<file path="config.mk">
export PLATFORM = sky130hd
export DESIGN_NAME = mosi_snoop_ctrl
export DESIGN_NICKNAME = d
export VERILOG_FILES = /design/src/rtl/mosi_pkg.sv /design/src/rtl/mosi_line_store.sv /design/src/rtl/mosi_cpu_side.sv /design/src/rtl/mosi_snoop_side.sv /design/src/rtl/mosi_snoop_ctrl.sv
export SDC_FILE = /design/constraint.sdc
export NUM_CORES = 1
export LEC_CHECK = 0
export BUFFER_PORTS_ARGS = -buffer_cell sky130_fd_sc_hd__buf_2
export CAP_MARGIN = 20
export CORE_UTILIZATION = 45
export DETAILED_ROUTE_END_ITERATION = 6
export HOLD_SLACK_MARGIN = 0.03
export PLACE_DENSITY = 0.66
export SLEW_MARGIN = 20
export SYNTH_ARGS = -nofsm -noshare
export SYNTH_HDL_FRONTEND = slang
export SYNTH_SLANG_ARGS = --single-unit
</file>
<file path="constraint.sdc">
create_clock -name clk -period 2.65 [get_ports clk]
set_input_delay 0.1325 -clock clk [delete_from_list [all_inputs] [get_ports clk]]
set_output_delay 0.1325 -clock clk [all_outputs]
set_load 0.02 [all_outputs]
</file>
<file path="src/rtl/mosi_pkg.sv">
package mosi_pkg;
  typedef enum logic [1:0] {
    ST_I = 2'd0,
    ST_S = 2'd1,
    ST_O = 2'd2,
    ST_M = 2'd3
  } line_st_e;

  typedef enum logic [1:0] {
    CPU_LOAD  = 2'd0,
    CPU_STORE = 2'd1,
    CPU_REPL  = 2'd2,
    CPU_NOP   = 2'd3
  } cpu_op_e;

  typedef enum logic [1:0] {
    BUS_RTS = 2'd0,
    BUS_RTW = 2'd1,
    BUS_WB  = 2'd2,
    BUS_INV = 2'd3
  } bus_op_e;
endpackage

</file>
<file path="src/rtl/mosi_line_store.sv">
module mosi_line_store
  import mosi_pkg::*;
#(
  parameter int IDX_W = 2,
  parameter int TAG_W = 4
) (
  input  logic             clk,
  input  logic             rst_n,
  input  logic [IDX_W-1:0] a_idx,
  output logic [TAG_W-1:0] a_tag,
  output line_st_e         a_st,
  input  logic [IDX_W-1:0] b_idx,
  output logic [TAG_W-1:0] b_tag,
  output line_st_e         b_st,
  input  logic             wr_en,
  input  logic [IDX_W-1:0] wr_idx,
  input  logic [TAG_W-1:0] wr_tag,
  input  line_st_e         wr_st
);
  localparam int LINES = 1 << IDX_W;

  line_st_e         st_q  [LINES];
  logic [TAG_W-1:0] tag_q [LINES];

  always_ff @(posedge clk or negedge rst_n) begin
    if (!rst_n) begin
      for (int i = 0; i < LINES; i++) begin
        st_q[i]  <= ST_I;
        tag_q[i] <= '0;
      end
    end else if (wr_en) begin
      st_q[wr_idx]  <= wr_st;
      tag_q[wr_idx] <= wr_tag;
    end
  end

  assign a_tag = tag_q[a_idx];
  assign a_st  = st_q[a_idx];
  assign b_tag = tag_q[b_idx];
  assign b_st  = st_q[b_idx];
endmodule

</file>
<file path="src/rtl/mosi_cpu_side.sv">
module mosi_cpu_side
  import mosi_pkg::*;
#(
  parameter int TAG_W = 4
) (
  input  logic             valid,
  input  cpu_op_e          op,
  input  logic [TAG_W-1:0] req_tag,
  input  logic [TAG_W-1:0] line_tag,
  input  line_st_e         line_st,
  input  logic             blocked,
  input  logic             gnt,
  output logic             ready,
  output logic             hit,
  output logic             req,
  output bus_op_e          req_op,
  output logic [TAG_W-1:0] req_bus_tag,
  output logic             wr_en,
  output logic [TAG_W-1:0] wr_tag,
  output line_st_e         wr_st
);
  logic     present, occupied, dirty;
  logic     need_bus, evict_first, change;
  line_st_e nxt;

  assign occupied = (line_st != ST_I);
  assign present  = occupied && (line_tag == req_tag);
  assign dirty    = (line_st == ST_M) || (line_st == ST_O);

  always_comb begin
    need_bus    = 1'b0;
    evict_first = 1'b0;
    change      = 1'b0;
    req_op      = BUS_RTS;
    req_bus_tag = req_tag;
    nxt         = line_st;
    wr_tag      = line_tag;
    unique case (op)
      CPU_LOAD, CPU_STORE: begin
        if (present) begin
          if (op == CPU_STORE && line_st != ST_M) begin
            need_bus = 1'b1;
            req_op   = BUS_INV;
            nxt      = ST_M;
          end
        end else if (occupied && dirty) begin
          need_bus    = 1'b1;
          evict_first = 1'b1;
          req_op      = BUS_WB;
          req_bus_tag = line_tag;
          nxt         = ST_I;
        end else begin
          need_bus = 1'b1;
          req_op   = (op == CPU_STORE) ? BUS_RTW : BUS_RTS;
          nxt      = (op == CPU_STORE) ? ST_M : ST_S;
          wr_tag   = req_tag;
        end
      end
      CPU_REPL: begin
        if (present) begin
          nxt = ST_I;
          if (dirty) begin
            need_bus = 1'b1;
            req_op   = BUS_WB;
          end else begin
            change = 1'b1;
          end
        end
      end
      default: ;
    endcase
  end

  assign req   = valid && !blocked && need_bus;
  assign ready = valid && !blocked && (!need_bus || (gnt && !evict_first));
  assign hit   = ready && !need_bus;
  assign wr_en = valid && !blocked && (need_bus ? gnt : change);
  assign wr_st = nxt;
endmodule

</file>
<file path="src/rtl/mosi_snoop_side.sv">
module mosi_snoop_side
  import mosi_pkg::*;
#(
  parameter int TAG_W = 4
) (
  input  logic             valid,
  input  bus_op_e          op,
  input  logic [TAG_W-1:0] snp_tag,
  input  logic [TAG_W-1:0] line_tag,
  input  line_st_e         line_st,
  output logic             supply,
  output logic             wr_en,
  output line_st_e         wr_st
);
  logic match, dirty;

  assign match = valid && (line_st != ST_I) && (line_tag == snp_tag);
  assign dirty = (line_st == ST_M) || (line_st == ST_O);

  always_comb begin
    supply = 1'b0;
    wr_en  = 1'b0;
    wr_st  = line_st;
    if (match) begin
      unique case (op)
        BUS_RTS: begin
          supply = dirty;
          if (line_st == ST_M) begin
            wr_en = 1'b1;
            wr_st = ST_O;
          end
        end
        BUS_RTW: begin
          supply = dirty;
          wr_en  = 1'b1;
          wr_st  = ST_I;
        end
        BUS_INV: begin
          wr_en = 1'b1;
          wr_st = ST_I;
        end
        default: ;
      endcase
    end
  end
endmodule

</file>
<file path="src/rtl/mosi_snoop_ctrl.sv">
module mosi_snoop_ctrl
  import mosi_pkg::*;
#(
  parameter int ADDR_W = 6,
  parameter int IDX_W  = 2
) (
  input  logic              clk,
  input  logic              rst_n,
  input  logic              cpu_valid,
  input  logic [1:0]        cpu_op,
  input  logic [ADDR_W-1:0] cpu_addr,
  output logic              cpu_ready,
  output logic              cpu_hit,
  output logic              bus_req,
  output logic [1:0]        bus_op,
  output logic [ADDR_W-1:0] bus_addr,
  input  logic              bus_gnt,
  input  logic              snp_valid,
  input  logic [1:0]        snp_op,
  input  logic [ADDR_W-1:0] snp_addr,
  output logic              snp_supply
);
  localparam int TAG_W = ADDR_W - IDX_W;

  logic [IDX_W-1:0] c_idx, s_idx, w_idx;
  logic [TAG_W-1:0] c_tag, s_tag, c_line_tag, s_line_tag, c_bus_tag;
  logic [TAG_W-1:0] c_wr_tag, w_tag;
  line_st_e         c_line_st, s_line_st, c_wr_st, s_wr_st, w_st;
  logic             c_wr_en, s_wr_en, w_en;
  bus_op_e          c_bus_op;

  assign c_idx = cpu_addr[IDX_W-1:0];
  assign c_tag = cpu_addr[ADDR_W-1:IDX_W];
  assign s_idx = snp_addr[IDX_W-1:0];
  assign s_tag = snp_addr[ADDR_W-1:IDX_W];

  mosi_line_store #(.IDX_W(IDX_W), .TAG_W(TAG_W)) u_store (
    .clk(clk), .rst_n(rst_n),
    .a_idx(c_idx), .a_tag(c_line_tag), .a_st(c_line_st),
    .b_idx(s_idx), .b_tag(s_line_tag), .b_st(s_line_st),
    .wr_en(w_en), .wr_idx(w_idx), .wr_tag(w_tag), .wr_st(w_st)
  );

  mosi_cpu_side #(.TAG_W(TAG_W)) u_cpu (
    .valid(cpu_valid), .op(cpu_op_e'(cpu_op)), .req_tag(c_tag),
    .line_tag(c_line_tag), .line_st(c_line_st),
    .blocked(snp_valid), .gnt(bus_gnt),
    .ready(cpu_ready), .hit(cpu_hit),
    .req(bus_req), .req_op(c_bus_op), .req_bus_tag(c_bus_tag),
    .wr_en(c_wr_en), .wr_tag(c_wr_tag), .wr_st(c_wr_st)
  );

  mosi_snoop_side #(.TAG_W(TAG_W)) u_snp (
    .valid(snp_valid), .op(bus_op_e'(snp_op)), .snp_tag(s_tag),
    .line_tag(s_line_tag), .line_st(s_line_st),
    .supply(snp_supply), .wr_en(s_wr_en), .wr_st(s_wr_st)
  );

  // Snoop writes win; the CPU side is already blocked while a snoop is present.
  assign w_en  = s_wr_en || c_wr_en;
  assign w_idx = s_wr_en ? s_idx : c_idx;
  assign w_tag = s_wr_en ? s_line_tag : c_wr_tag;
  assign w_st  = s_wr_en ? s_wr_st : c_wr_st;

  assign bus_op   = c_bus_op;
  assign bus_addr = {c_bus_tag, c_idx};
endmodule

</file>
==> metrics.txt <==
status=complete, no violations; WS Path Type=reg2reg; initial antenna violation count=0; Req. time, crit path=between 2 and 3 ns; CTS sink count=24; Worst Setup End Kind=flip-flop; syn_nets=180; Placer Congestion=between 0.8 and 0.9; GRT Overall Usage=0.224; asr flop ratio synth=1.00; PortBufs=32; TritonCTS Buffers=3; largest net degree at the start of global routing=25; # fillers=between 300 and 400; worst-case clock skew=0.0128 ns; Max Clk Rate=0.382 GHz; worst skew pair latency=roughly 0.27 ns; layout cells sized above 1=0.579; CTS max path bufs=2; largest cells by area after synthesis=dfrtp_1 (31%), mux2_2 (18%), mux4_1 (12%); Starting Density=0.476; mux share of post-synthesis cell area=0.342; main combinational cell family by area after synthesis=multiplexers; worst rel slew slack=0.643; Non-Filler Instances=266; dpl ws=-0.0379 ns; Placement Rows=23; Placed Cells=between 200 and 300; Simple-Gate Fraction of Synth Area=0.121; CTS root buf=clkbuf_8; Post-DRT Antenna Nets=0; Peak VDD IR=around 0.36 mV; RSZ-0062 raised after global routing=true; P_leak=1.11 nW; core footprint=4090 um^2; chip width=slightly below 70 um; fin crit period=between 2 and 3 ns; DIE AREA=between 4000 and 5000 um^2; Avg Cell Area, Syn=between 10 and 15 um^2; DR WL/cell=about 18 um; vias in the first global route=1540; global-route wire length before repair=approximately 7400 um; prevailing post-synth register cell=dfrtp_1; Final Power=~1.6 mW; CTS tree=yes; crit path setup slack, layout=between 0.02 and 0.03 ns; startpoint types=flip-flop; Max Cap Violations=0; Final Max Tran Viols=0; Pwr Density=approximately 660 nW/um^2; EDFF count, synth=0; Vias/cell=a little under 6; share of the synthesized area in the top cell type=0.309; final setup violation count=0; post-synthesis compound-gate area fraction=0.139; via count=roughly 1.6k; Cells after Synth=159; CP arrival=between 2 and 3 ns; first-pass iteration count of the detailed router=4; Synth Area in XOR/XNOR=0.0560; Slew @ Worst Pin=between 0.5 and 0.6 ns; FF+latch count, synth=24; total gr overflow=0; Boundary Pins=33; H-tree depth=1; wirelength, routed=between 4000 and 5000 um; Die H=67.7 um; Synth Cell Area=around 1900 um^2; critical path fanouts, max=6; Ant. Diodes=0; iteration-0 DRC count of the detailed router=a little over 70; detailed placement HPWL=~3700 um; unique cell type count in the Yosys netlist=48; drt drc=0; clk slew on worst S/H paths=~0.09 ns; Synth Area in Adders=0; sequential-to-total area share from yosys stat=0.309; Hold Path Class=in2async; Area Growth Syn to Fin=25.6%; # nets final=about 240; YS warnings=0; final worst path period share=0.989; Hold Fails Final Rpt=0; Synth area leader=dfrtp_1
power by group:
group	internal (mW)	switching (mW)	leakage, nW
clock network	0.202	0.114	0.0357
registers	0.467	0.0843	0.316
logic	0.386	0.357	0.755
total	1.05	0.555	1.11
layer usage:
layer	GRT usage	wire length (um)
met1	0.287	2140
met2	0.391	2510
met3	0.0253	171
met4	0.0718	34
met5	0	0
cell families after synthesis:
group                     Yosys count
AOI/OAI and AO/OA                  26
xor gates and xnor gates            9
buffers and inverters              11
DFF                                24
muxes                              44
and+or+nand+nor                    45
what timing repair did:
item                       CTS  global route
hold buffers                 1             0
pin swaps                    1             4
gates resized for setup      7            11
setup buffers                1             0
hold endpoints to repair    24             0
setup endpoints to repair    6            31
layout by cell type, fill, tap and decap left out, types with 2 or more instances in the layout:
cell type  netlist  routed
xnor2_2          4       8
a32oi_2          2       2
nand2b_1         2       2
nand2_1         15      14
and3_1           3       3
nor2_1           9       9
nand2_2          1       2
mux4_1           9       4
clkbuf_8         0       3
buf_6            2       2
dfrtp_1         24      24
o21ai_0          5       4
nand3_1          3       3
o31ai_1          2       2
inv_1            3       3
mux4_2           3       8
a21oi_1          2       2
buf_2            1      30
nand4b_1         2       2
buf_4            2      28
mux2_2          31      31
per-stage QoR:
step           setup TNS (ns)  utilization  area [um^2]  hold WS (ns)
6_report                    0        0.598         2440         0.371
5_1_grt                -0.965        0.598         2440         0.426
4_1_cts                     0        0.591         2410         0.384
3_5_place_dp           -0.361        0.567         2320         0.142
3_3_place_gp                0        0.567         2320         0.125
2_1_floorplan               0            -         1940        -0.163
worst max-delay path, stage by stage, from the launching register on:
cell,delay (ns)
dfrtp_1,0.41
mux4_2,0.52
xnor2_2,0.19
o2111ai_2,0.20
buf_6,0.18
o31ai_4,0.25
a32o_2,0.37
mux2_2,0.37
state kept, by name (all words and copies together) (netlist names):
register       count
u_store.tag_q     16
u_store.st_q       8
final timing paths:
check                                               from  cells past startpoint                      endpoint  slack (ns)
max in group asynchronous                          rst_n                      2  u_store.tag_q[1]$_DFFE_PN0P_        1.91
min in group clk                             cpu_addr[2]                      4  u_store.tag_q[8]$_DFFE_PN0P_        0.49
hold reg to reg              u_store.st_q[0]$_DFFE_PN0P_                      1   u_store.st_q[0]$_DFFE_PN0P_        0.54
hold / removal                                     rst_n                      2  u_store.tag_q[4]$_DFFE_PN0P_        0.37
setup reg to reg           u_store.tag_q[15]$_DFFE_PN0P_                      7   u_store.st_q[1]$_DFFE_PN0P_        0.03
setup / recovery           u_store.tag_q[15]$_DFFE_PN0P_                      7   u_store.st_q[1]$_DFFE_PN0P_        0.03
synthesized netlist by cell type, types with 2 or more instances:
cell type and n:
a21boi_0 2, a21oi_1 2, a32oi_2 2, and3_1 3, buf_4 2, buf_6 2, clkbuf_1 3, dfrtp_1 24
inv_1 3, mux2_2 31, mux4_1 9, mux4_2 3, nand2_1 15, nand2b_1 2, nand3_1 3, nand4b_1 2
nor2_1 9, o21ai_0 5, o31ai_1 2, xnor2_1 4, xnor2_2 4
area by class of cell:
cell class	instances	area [um^2]	share of cell area
Timing Repair Buffer	61	393	0.161
Clock inverter	1	30.0	0.0123
Inverter	3	11.3	0.00461
Multi-Input combinational cell	124	1300	0.534
Sequential cell	24	601	0.246
Tap cell	50	62.6	0.0256
Clock buffer	3	41.3	0.0169
(Power assumes the default switching activity.)
